File: config.mk
export PLATFORM = sky130hd
export DESIGN_NAME = dem_encoder
export DESIGN_NICKNAME = d
export VERILOG_FILES = /design/src/rtl/dem_pkg.sv /design/src/rtl/dem_lfsr.sv /design/src/rtl/dem_shuffle.sv /design/src/rtl/dem_encoder.sv
export SDC_FILE = /design/constraint.sdc
export NUM_CORES = 1
export LEC_CHECK = 0
export BUFFER_PORTS_ARGS = -buffer_cell sky130_fd_sc_hd__buf_2
export CAP_MARGIN = 0
export CORE_MARGIN = 3
export CORE_UTILIZATION = 48
export CTS_CLUSTER_DIAMETER = 150
export CTS_CLUSTER_SIZE = 40
export DETAILED_ROUTE_END_ITERATION = 12
export PLACE_DENSITY = 0.67
export SLEW_MARGIN = 20
export SYNTH_ARGS = -nofsm -noshare
export SYNTH_HDL_FRONTEND = slang
export SYNTH_SLANG_ARGS = --single-unit
File: constraint.sdc
create_clock -name clk -period 5.7 [get_ports clk]
set_clock_uncertainty 0.1 [all_clocks]
set_input_delay 1.14 -clock clk [delete_from_list [all_inputs] [get_ports clk]]
set_output_delay 1.14 -clock clk [all_outputs]
set_load 0.01 [all_outputs]
File: src/rtl/dem_pkg.sv
// Shared constants for the element selector.
// Assumes a 64-bit maximal-length generator (x^64+x^63+x^61+x^60+1).
package dem_pkg;
    localparam int unsigned          LFSR_W       = 64;
    localparam logic [LFSR_W-1:0]    LFSR_TAPS    = 64'hD800_0000_0000_0000;
    localparam logic [LFSR_W-1:0]    DEFAULT_SEED = 64'h5DEE_CE66_D0B1_A7F3;
endpackage

File: src/rtl/dem_lfsr.sv
// Leaping Fibonacci shift register: advances LFSR_W steps per clock, so every
// state bit is fresh each cycle. Seed is taken during reset; zero is replaced.
// Assumes OUT_W <= LFSR_W.
module dem_lfsr #(
    parameter int unsigned       LFSR_W  = 64,
    parameter logic [LFSR_W-1:0] TAPS    = '0,
    parameter logic [LFSR_W-1:0] DEF_SD  = '1,
    parameter int unsigned       OUT_W   = 60
) (
    input  logic              clk,
    input  logic              rst_n,
    input  logic [LFSR_W-1:0] seed_i,
    input  logic              seed_load_i,
    output logic [OUT_W-1:0]  rand_o
);
    logic [LFSR_W-1:0] state_q;
    logic [LFSR_W-1:0] state_d;

    // Purpose: compute the state LFSR_W single steps ahead.
    always_comb begin
        state_d = state_q;
        for (int s = 0; s < int'(LFSR_W); s++) begin
            state_d = {state_d[LFSR_W-2:0], ^(state_d & TAPS)};
        end
    end

    // Purpose: seed during reset, otherwise leap forward every clock.
    always_ff @(posedge clk) begin
        if (!rst_n) begin
            if (seed_load_i && (seed_i != '0)) state_q <= seed_i;
            else                               state_q <= DEF_SD;
        end else begin
            state_q <= state_d;
        end
    end

    assign rand_o = state_q[OUT_W-1:0];
endmodule

File: src/rtl/dem_shuffle.sv
// Combinational shuffle: Fisher-Yates permutation of N_ELEM positions using
// multiply-shift reduction of RAND_W-bit chunks, then maps the thermometer
// code of level_i through the permutation. Assumes RAND_W >> log2(N_ELEM).
module dem_shuffle #(
    parameter int unsigned N_ELEM = 7,
    parameter int unsigned RAND_W = 10,
    localparam int unsigned LEVEL_W = $clog2(N_ELEM + 1),
    localparam int unsigned IDX_W   = $clog2(N_ELEM),
    localparam int unsigned RBITS   = (N_ELEM - 1) * RAND_W
) (
    input  logic [RBITS-1:0]   rand_i,
    input  logic [LEVEL_W-1:0] level_i,
    output logic [N_ELEM-1:0]  pat_o
);
    localparam int unsigned PROD_W = RAND_W + LEVEL_W;

    logic [IDX_W-1:0] perm [N_ELEM];

    // Purpose: build the permutation from the random chunks.
    always_comb begin
        logic [RAND_W-1:0] chunk;
        logic [PROD_W-1:0] prod;
        logic [IDX_W-1:0]  j;
        logic [IDX_W-1:0]  tmp;
        for (int k = 0; k < int'(N_ELEM); k++) perm[k] = IDX_W'(k);
        for (int i = int'(N_ELEM) - 1; i >= 1; i--) begin
            chunk   = rand_i[(i-1)*int'(RAND_W) +: RAND_W];
            prod    = PROD_W'(chunk) * PROD_W'(i + 1);
            j       = IDX_W'(prod >> RAND_W);
            tmp     = perm[i];
            perm[i] = perm[j];
            perm[j] = tmp;
        end
    end

    // Purpose: route the first level_i permuted slots to ones.
    always_comb begin
        pat_o = '0;
        for (int k = 0; k < int'(N_ELEM); k++) begin
            if (k < int'(level_i)) pat_o[perm[k]] = 1'b1;
        end
    end
endmodule

File: src/rtl/dem_encoder.sv
// Top: registered equal-weight element selector. Output updates one clock
// after valid_i; held otherwise; cleared in reset.
module dem_encoder #(
    parameter int unsigned N_ELEM = 7,
    parameter int unsigned RAND_W = 10,
    localparam int unsigned LEVEL_W = $clog2(N_ELEM + 1),
    localparam int unsigned RBITS   = (N_ELEM - 1) * RAND_W
) (
    input  logic                      clk,
    input  logic                      rst_n,
    input  logic [LEVEL_W-1:0]        level_i,
    input  logic                      valid_i,
    input  logic [dem_pkg::LFSR_W-1:0] seed_i,
    input  logic                      seed_load_i,
    output logic [N_ELEM-1:0]         dem_out_o
);
    logic [RBITS-1:0]  rnd;
    logic [N_ELEM-1:0] pat;

    dem_lfsr #(
        .LFSR_W (dem_pkg::LFSR_W),
        .TAPS   (dem_pkg::LFSR_TAPS),
        .DEF_SD (dem_pkg::DEFAULT_SEED),
        .OUT_W  (RBITS)
    ) u_lfsr (
        .clk         (clk),
        .rst_n       (rst_n),
        .seed_i      (seed_i),
        .seed_load_i (seed_load_i),
        .rand_o      (rnd)
    );

    dem_shuffle #(.N_ELEM(N_ELEM), .RAND_W(RAND_W)) u_shuf (
        .rand_i  (rnd),
        .level_i (level_i),
        .pat_o   (pat)
    );

    // Purpose: register the chosen pattern on valid, hold otherwise.
    always_ff @(posedge clk) begin
        if (!rst_n)       dem_out_o <= '0;
        else if (valid_i) dem_out_o <= pat;
    end
endmodule

After elaboration in Yosys (flattened, before gate mapping) --
Memories as Yosys holds them, arrays and structs flattened. Index checks and enable logic that the tools add are counted.
Word-level totals: bits in registers 71, memory bits (read-only) 24, output and inout port bits 7, logic and storage cells 191, memories 1
Memory list:
- (no name shown) | depth 8, width 3, rd ports 1, clocked after memory_dff 0, write ports 0, line dem_shuffle.sv:31 | perm[i] = perm[j];
Operators by class: $mul 4, $lt $le $gt $ge 33, mux-type cells 57, bitwise logic cells 15, reductions and logical operators 79
Operator list (count):
- $reduce_xor A64 Y1 | 64
- $mux W64 | 2
- $bwmux W21 | 5
- $reduce_bool A64 Y1 | 1
- $demux W3 S3 | 6
- $mux W3 | 18
- $mux W7 | 7
- $bmux W3 S3 | 5
- $or A7 B7 Y7 | 6
- $lt A3 B4 Y1 const B | 7
- $mul A10 B3 Y13 const B | 2
- $ge A4 B4 Y1 const B | 6
- $lt A4 B1 Y1 const B | 6
- $mul A10 B2 Y12 const B | 2
- $demux W1 S3 | 7
- $ge A3 B1 Y1 const B | 7
- $logic_and A1 B1 Y1 | 14
- $or A9 B14 Y14 | 1
- $not A3 Y4 | 3
- $lt A3 B3 Y1 const A | 3
- $not A2 Y4 | 2
- $and A6 B7 Y7 | 1
- $mux W1 | 7
- $not A7 Y7 | 1
- other kinds (3) | 5

Depth between registers and ports, before layout --
Gate-level depths: netlist of the first run.
word-level depth 45, gate-level depth with buffers 17, gate-level depth less buffers 15

Hierarchy --
A second synthesis of the first run with hierarchy kept.
Second synthesis, totals: cell total of the unflattened synthesis 1006, area total of the unflattened synthesis 7946.4 um2
By module, submodules not included:
- dem_lfsr | instances 1, cells each 440, area each 3937.5 um2
- dem_shuffle | instances 1, cells each 544, area each 3743.6 um2
- dem_encoder | instances 1, cells each 22, area each 265.3 um2

Worst setup path after synthesis of the first run --
OpenSTA, ideal clock, no wires.
path kind register -> register, start point register u_lfsr.state_q[57], end point register dem_out_o[0], library setup time 0.074 ns, arrival 4.228 ns, setup slack 1.298 ns, cell stages (with the launch flop) 17, path through dfxtp_1 -> inv_1 -> fa_1 -> inv_1 -> ha_1 -> and3_4 -> or4_4 -> o221a_2 -> buf_4 -> nand4_1 -> o211a_1 -> nor3_1 -> a221oi_1 -> mux2i_1 -> or4b_1 -> o311a_1 -> a31oi_1
Between the ends: cells in the longest elaborated chain, start to end 44, elaborated cells on any way between the ends 81, those cells by class 1 x mul; 16 x order compare; 45 x mux; 10 x bitwise; 8 x reduce/logical; 1 x memory
Ends and longest elaborated chain:
- from (decl) | line dem_lfsr.sv:16 | logic [LFSR_W-1:0] state_q;
- from (signal assigned) | line dem_lfsr.sv:30 | if (seed_load_i && (seed_i != '0)) state_q <= seed_i;
- from (signal assigned) | line dem_lfsr.sv:33 | state_q <= state_d;
- $mul A10 B3 Y13 (*) | line dem_shuffle.sv:28 | prod = PROD_W'(chunk) * PROD_W'(i + 1);
- $not A3 Y4 (implied by the code) (*) | line dem_shuffle.sv:31, dem_shuffle.sv:32
- $ge A4 B4 Y1 (implied by the code) or $lt A4 B1 Y1 (tied branches) | line dem_shuffle.sv:32 | perm[j] = tmp;
- $logic_and A1 B1 Y1 (implied by the code) | line dem_shuffle.sv:32
- $mux W3 (implied by the code) | line dem_shuffle.sv:32
- $demux W3 S3 | line dem_shuffle.sv:32
- $not A7 Y7 (no line)
- $and A6 B7 Y7 (no line)
- [28 not listed]
- $or A7 B7 Y7 (no line)
- $mux W7 | line dem_shuffle.sv:40 | if (k < int'(level_i)) pat_o[perm[k]] = 1'b1;
- $or A7 B7 Y7 (no line)
- $mux W7 | line dem_shuffle.sv:40
- $or A7 B7 Y7 (no line)
- $mux W7 | line dem_shuffle.sv:40
- $or A7 B7 Y7 (no line)
- $mux W7 (*) | line dem_shuffle.sv:40
- to (signal assigned) | line dem_encoder.sv:42 | else if (valid_i) dem_out_o <= pat;
- to (decl) | line dem_encoder.sv:15 | output logic [N_ELEM-1:0] dem_out_o
Mark *: on every way between the ends. The rest lies on a longest branch, timed or not. The select of a mux whose other input is x is not followed. A chain may end at the register's enable or synchronous reset.

Worst setup path after layout of the first run --
Same ends and word-level chain as after synthesis.

==> impl_metrics.ini, run 1 <==
[clocking]
cts-root-buf = clkbuf_16
hold_buffers = 0
post_cts_buffers = 0
cts_resized = 0
cts_tree = done
cts.clk_slew.worst_paths_ns = 0.06
cts_buffer_depth = 2
clk_latency_ns = 0.34
cts_buffers = 9
cts-htree-levels = 3
cts.sinks = 71

[logic_synthesis]
ys_types = 102
yosysSeqAreaShare_pct = 18.0
synth_top_family_by_area = compound AO/OA/AOI/OAI gates
netlist_top_cells_count = xnor2_1 (111), nor2_1 (76), dfxtp_1 (71)
yosys_warnings = 0
synth.mux.area_fraction_pct = 1.50
ys_async_sr_fraction_pct = 0
synth_area_leaders = dfxtp_1 (18%), xnor2_1 (12%), ha_1 (8.9%), a21oi_1 (4.4%), xor2_1 (4.2%)
synth_compound_area_share_pct = 28.8
synth_edf_count = 0
synth_area_leader_cell = dfxtp_1
synth_xor_area_share_pct = 17.5
syn_area_per_cell_um2 = 8.13
synth-simple-area-share_pct = 19.3
synthCells = 973
synth_top_area_share_pct = 18.0
synth_nets = 1109
synth_seq_cells = 71
synth_most_common_cell = xnor2_1
synth_fa_ha_area_share_pct = 11.1
syn_area_mm2 = 0.00791
ys.flop_type = dfxtp_1

[floorplan]
initial_core_util_pct = 49.4
pin_count = 78
num_rows = 46
die_y_um = 134
dieArea_mm2 = 0.0180
coreArea_mm2 = 0.0160
fp.dieW_um = 134

[timing]
rsz0062_at_grt = false
tightest_slew_ns = 0.812
setup_viol_count_final = 0
slew-limit-headroom_pct = 45.3
clock.fmax_mhz = 192
fin_crit_sh_pct = 91.2
hold_viol = 0
finalCriticalPeriod_ns = 5.20
tns_ns = 0
drv_slew = 0

[global_route]
grt_pass1_wl_um = 36900
antenna_found_initial = 0
gr-usage-all-layers_pct = 24.9
overflow = 0
grt_pass1_vias = 7391
grt_max_degree = 51

[finish]
nets = 1159
area_growth_pct = 9.99
drive_gt1_share_pct = 14.4
antenna-diode-count = 0

[worst_setup_path]
path_class = reg2reg
crit_chain = inv_1, fa_1, inv_1, ha_1, a21o_1, or4_4, o221a_2, nand3_1, nor3_1, a21oi_1, a2111oi_0, nor4_4, or4b_1, o311a_1, a31oi_1
crit_path_end_kind = flop
start_kind = flop
cp.arrival_ns = 5.37
slowest_delay_ns = 0.55
r2r_setup_slack_ns = 0.50
path_max_fanout = 12
cpMostUsedCell = inv_1
cp.required_ns = 5.87
crit_slowest_cell = fa_1

[drt]
ant_nets = 0
drt-initial-drc-count = 549
routed_wl_um = 22400
viasPerCell = 6.11
drt_pass1_iterations = 5
drcViolationCount = 0
routedWlPerCell_um = 18.0
num_vias = 7600

[hold_path]
hold_class = reg2reg

[run_status]
outcome = finished clean

[placed_design]
dp_hpwl_um = 17700
gp_congestion = 0.967
io_buffer_count = 77

[flow_run]
drv_cap = 0
## layout make-up
type | count | area, µm²
fillers | 1560 | 7300
flip-flops and latches | 71 | 1420
repair buffers | 83 | 430
well taps | 216 | 270
clock inverters | 6 | 47.5
inverters | 30 | 113
multi-input cells | 828 | 6180
clock buffers | 10 | 229
## registers in the layout, indices dropped and copies added (netlist names)
signal / flops
dem_out_o: 7
u_lfsr.state_q: 64
## cells by family after synthesis
logic type	Yosys count
AND/OR/NAND/NOR	291
flip-flops	71
AO/OA/AOI/OAI	309
XOR/XNOR	152
buffers and inverters	74
adder cells (fa/ha/maj)	65
multiplexers	11
## worst paths after layout
check,to,cells past startpoint,start
max,dem_out_o[0],15,u_lfsr.state_q[57]
min,dem_out_o[3],2,dem_out_o[3]
max reg2reg,dem_out_o[0],15,u_lfsr.state_q[57]
min reg2reg,dem_out_o[3],2,dem_out_o[3]
## cell usage in the layout, fill, tap and decap left out, drive strengths merged, types with 10 or more instances in the layout
cell    synthesis  routed
a21oi          72      72
a21o           15      15
nand3          22      22
xor2           38      38
o21ai          58      58
nor4           21      21
nor3           25      25
nand2          62      62
a31oi          16      16
xnor2         112     112
clkbuf         33      10
nand4          15      15
o211ai         17      17
buf            11      83
nor2           78      78
dfxtp          71      71
ha             56      56
a211oi         17      17
inv            30      30
## through the flow
stage / setup WS [ns] / util [%] / hold slack (ns) / std cells / instance area, µm²
after floorplan: 1.30 / - / 0.443 / 973 / 7910
after global placement: 0.735 / 52.6 / 0.432 / 1228 / 8420
final: 0.500 / 54.3 / 0.436 / 1244 / 8700
after detailed placement: 0.582 / 52.6 / 0.423 / 1228 / 8420
after CTS: 0.554 / 54.3 / 0.435 / 1244 / 8700
after global routing: 0.186 / 54.3 / 0.467 / 1244 / 8700
## critical path, delay by kind of cell, from the launching register on
family | cells | cell delay [ns]
compound gates | 6 | 1.54
fa+ha+maj | 2 | 0.89
buf+inv | 2 | 0.20
flops | 1 | 0.53
simple gates | 5 | 1.87
## per-layer routing
metal  share of wire (%)  global-route usage [%]  vias to the layer above
met3                 4.9                    3.00                       36
met1                  48                    34.4                     3562
met4                 2.4                    8.54                        0
li1                    -                       -                     3737
met2                  45                    40.2                      265
met5                   0                       0                        -
Power of run 1 is left out: the tool's default activity adds up to more than one toggle a clock period on the data nets, which glitch-free logic cannot reach.
==> run 2, diff against run 1 <==
--- a/config.mk
+++ b/config.mk
@@ -13,6 +13,7 @@
 export CTS_CLUSTER_SIZE = 40
 export DETAILED_ROUTE_END_ITERATION = 12
 export PLACE_DENSITY = 0.67
+export REMOVE_ABC_BUFFERS = 1
 export SLEW_MARGIN = 20
 export SYNTH_ARGS = -nofsm -noshare
 export SYNTH_HDL_FRONTEND = slang
==> impl_metrics.ini, run 2 (synthesis gave the netlist of run 1 again) <==
[run_status]
outcome = finished clean

[clocking]
cts_resized = 0
cts_tree = done
cts.clk_slew.worst_paths_ns = 0.06
post_cts_buffers = 0
cts-root-buf = clkbuf_16
cts_buffer_depth = 2
cts-htree-levels = 3
cts.sinks = 71
clk_latency_ns = 0.35
cts_buffers = 9
hold_buffers = 0

[finish]
antenna-diode-count = 0
drive_gt1_share_pct = 14.6
final_cell_mix = xnor2_1 (111), buf_2 (77), nor2_1 (76), dfxtp_1 (71), a21oi_1 (69)
regMostFlops = u_lfsr.state_q
final_common_cell = xnor2_1
largest_register_ffs = 64
area_growth_pct = 10.6
nets = 1160
reg_top3 = u_lfsr.state_q (64), dem_out_o (7)

[worst_setup_path]
cpMostUsedCell = inv_1
path_max_fanout = 12
critPathBufInv = 2
cp.arrival_ns = 5.29
crit_slowest_cell = fa_1
start_kind = flop
path_class = reg2reg
crit_path_end_kind = flop
cp_top_family = simple AND/OR/NAND/NOR gates
slowest_delay_ns = 0.55
cp.required_ns = 5.88
crit_chain = inv_1, fa_1, inv_1, ha_1, a21o_1, or4_4, o221a_2, nand3_1, nor3_1, a21oi_1, a2111oi_0, nor4_4, or4b_1, o311a_1, a31oi_1

[hold_path]
hold_class = reg2reg

[floorplan]
dieArea_mm2 = 0.0180
initial_core_util_pct = 49.4
coreArea_mm2 = 0.0160
fp.dieW_um = 134
pin_count = 78
num_rows = 46
die_y_um = 134

[timing]
hold_viol = 0
tightest_slew_ns = 1.02
drv_slew = 0
setup_viol_count_final = 0
clock.fmax_mhz = 195
tns_ns = 0
slew-limit-headroom_pct = 31.8
rsz0062_at_grt = false
finalCriticalPeriod_ns = 5.12
fin_crit_sh_pct = 89.8

[global_route]
overflow = 0
grt_max_degree = 51
gr-usage-all-layers_pct = 25.3
grt_pass1_wl_um = 37300
antenna_found_initial = 0
grt_pass1_vias = 7464

[drt]
drt-initial-drc-count = 635
viasPerCell = 6.14
num_vias = 7648
routed_wl_um = 22500
routedWlPerCell_um = 18.1
ant_nets = 0
drcViolationCount = 0
drt_pass1_iterations = 5

[flow_run]
drv_cap = 0

[placed_design]
io_buffer_count = 77
dp_hpwl_um = 17600
gp_congestion = 0.984
[run 2: cell types whose count changed in the layout (fill, tap and decap cells not counted)]
cell,before,now
bufinv_16,0,1
inv_6,0,2
inv_8,0,1
clkbuf_1,1,0
clkinv_4,4,1
buf_12,0,1
[run 2: path summary, 6_finish.rpt]
| path | startpoint | end | slack, ns | cells past startpoint |
|---|---|---|---|---|
| worst max-delay path | u_lfsr.state_q[57] | dem_out_o[0] | 0.58 | 15 |
| worst min-delay path | dem_out_o[2] | dem_out_o[2] | 0.44 | 2 |
| worst min register to register | dem_out_o[2] | dem_out_o[2] | 0.44 | 2 |
| worst max register to register | u_lfsr.state_q[57] | dem_out_o[0] | 0.58 | 15 |
[run 2: final cells by class]
type / instances / area (µm²)
Clock buffer: 9 / 225
Inverter: 30 / 113
Multi-Input combinational cell: 828 / 6180
Sequential cell: 71 / 1420
Timing Repair Buffer: 84 / 450
Tap cell: 216 / 270
Clock inverter: 7 / 80.1
Fill cell: 1591 / 7260
[run 2: stage by stage]
step           instances  hold slack (ns)  setup WS [ns]  util [%]  instance area [µm²]
2_1_floorplan        929            0.440           1.13         -                 7710
3_3_place_gp        1229            0.437          0.770      52.7                 8440
3_5_place_dp        1229            0.428          0.646      52.7                 8440
4_1_cts             1245            0.440          0.614      54.7                 8740
5_1_grt             1245            0.475          0.200      54.7                 8740
6_report            1245            0.443          0.581      54.7                 8740
[run 2: layer usage]
layer	vias up	share of wire (%)	track usage, %
met5	-	0	0
met4	0	2.5	8.48
met3	46	6.2	4.46
met2	271	45	41.2
met1	3572	46	34.1
li1	3759	-	-
[run 2: tightest hold or removal path, cell delays in order, from the launching register on]
cell	delay (ns)
dfxtp_1	0.31
o21ai_0	0.14
a31oi_1	0.05
Power of run 2 is left out for the same reason.
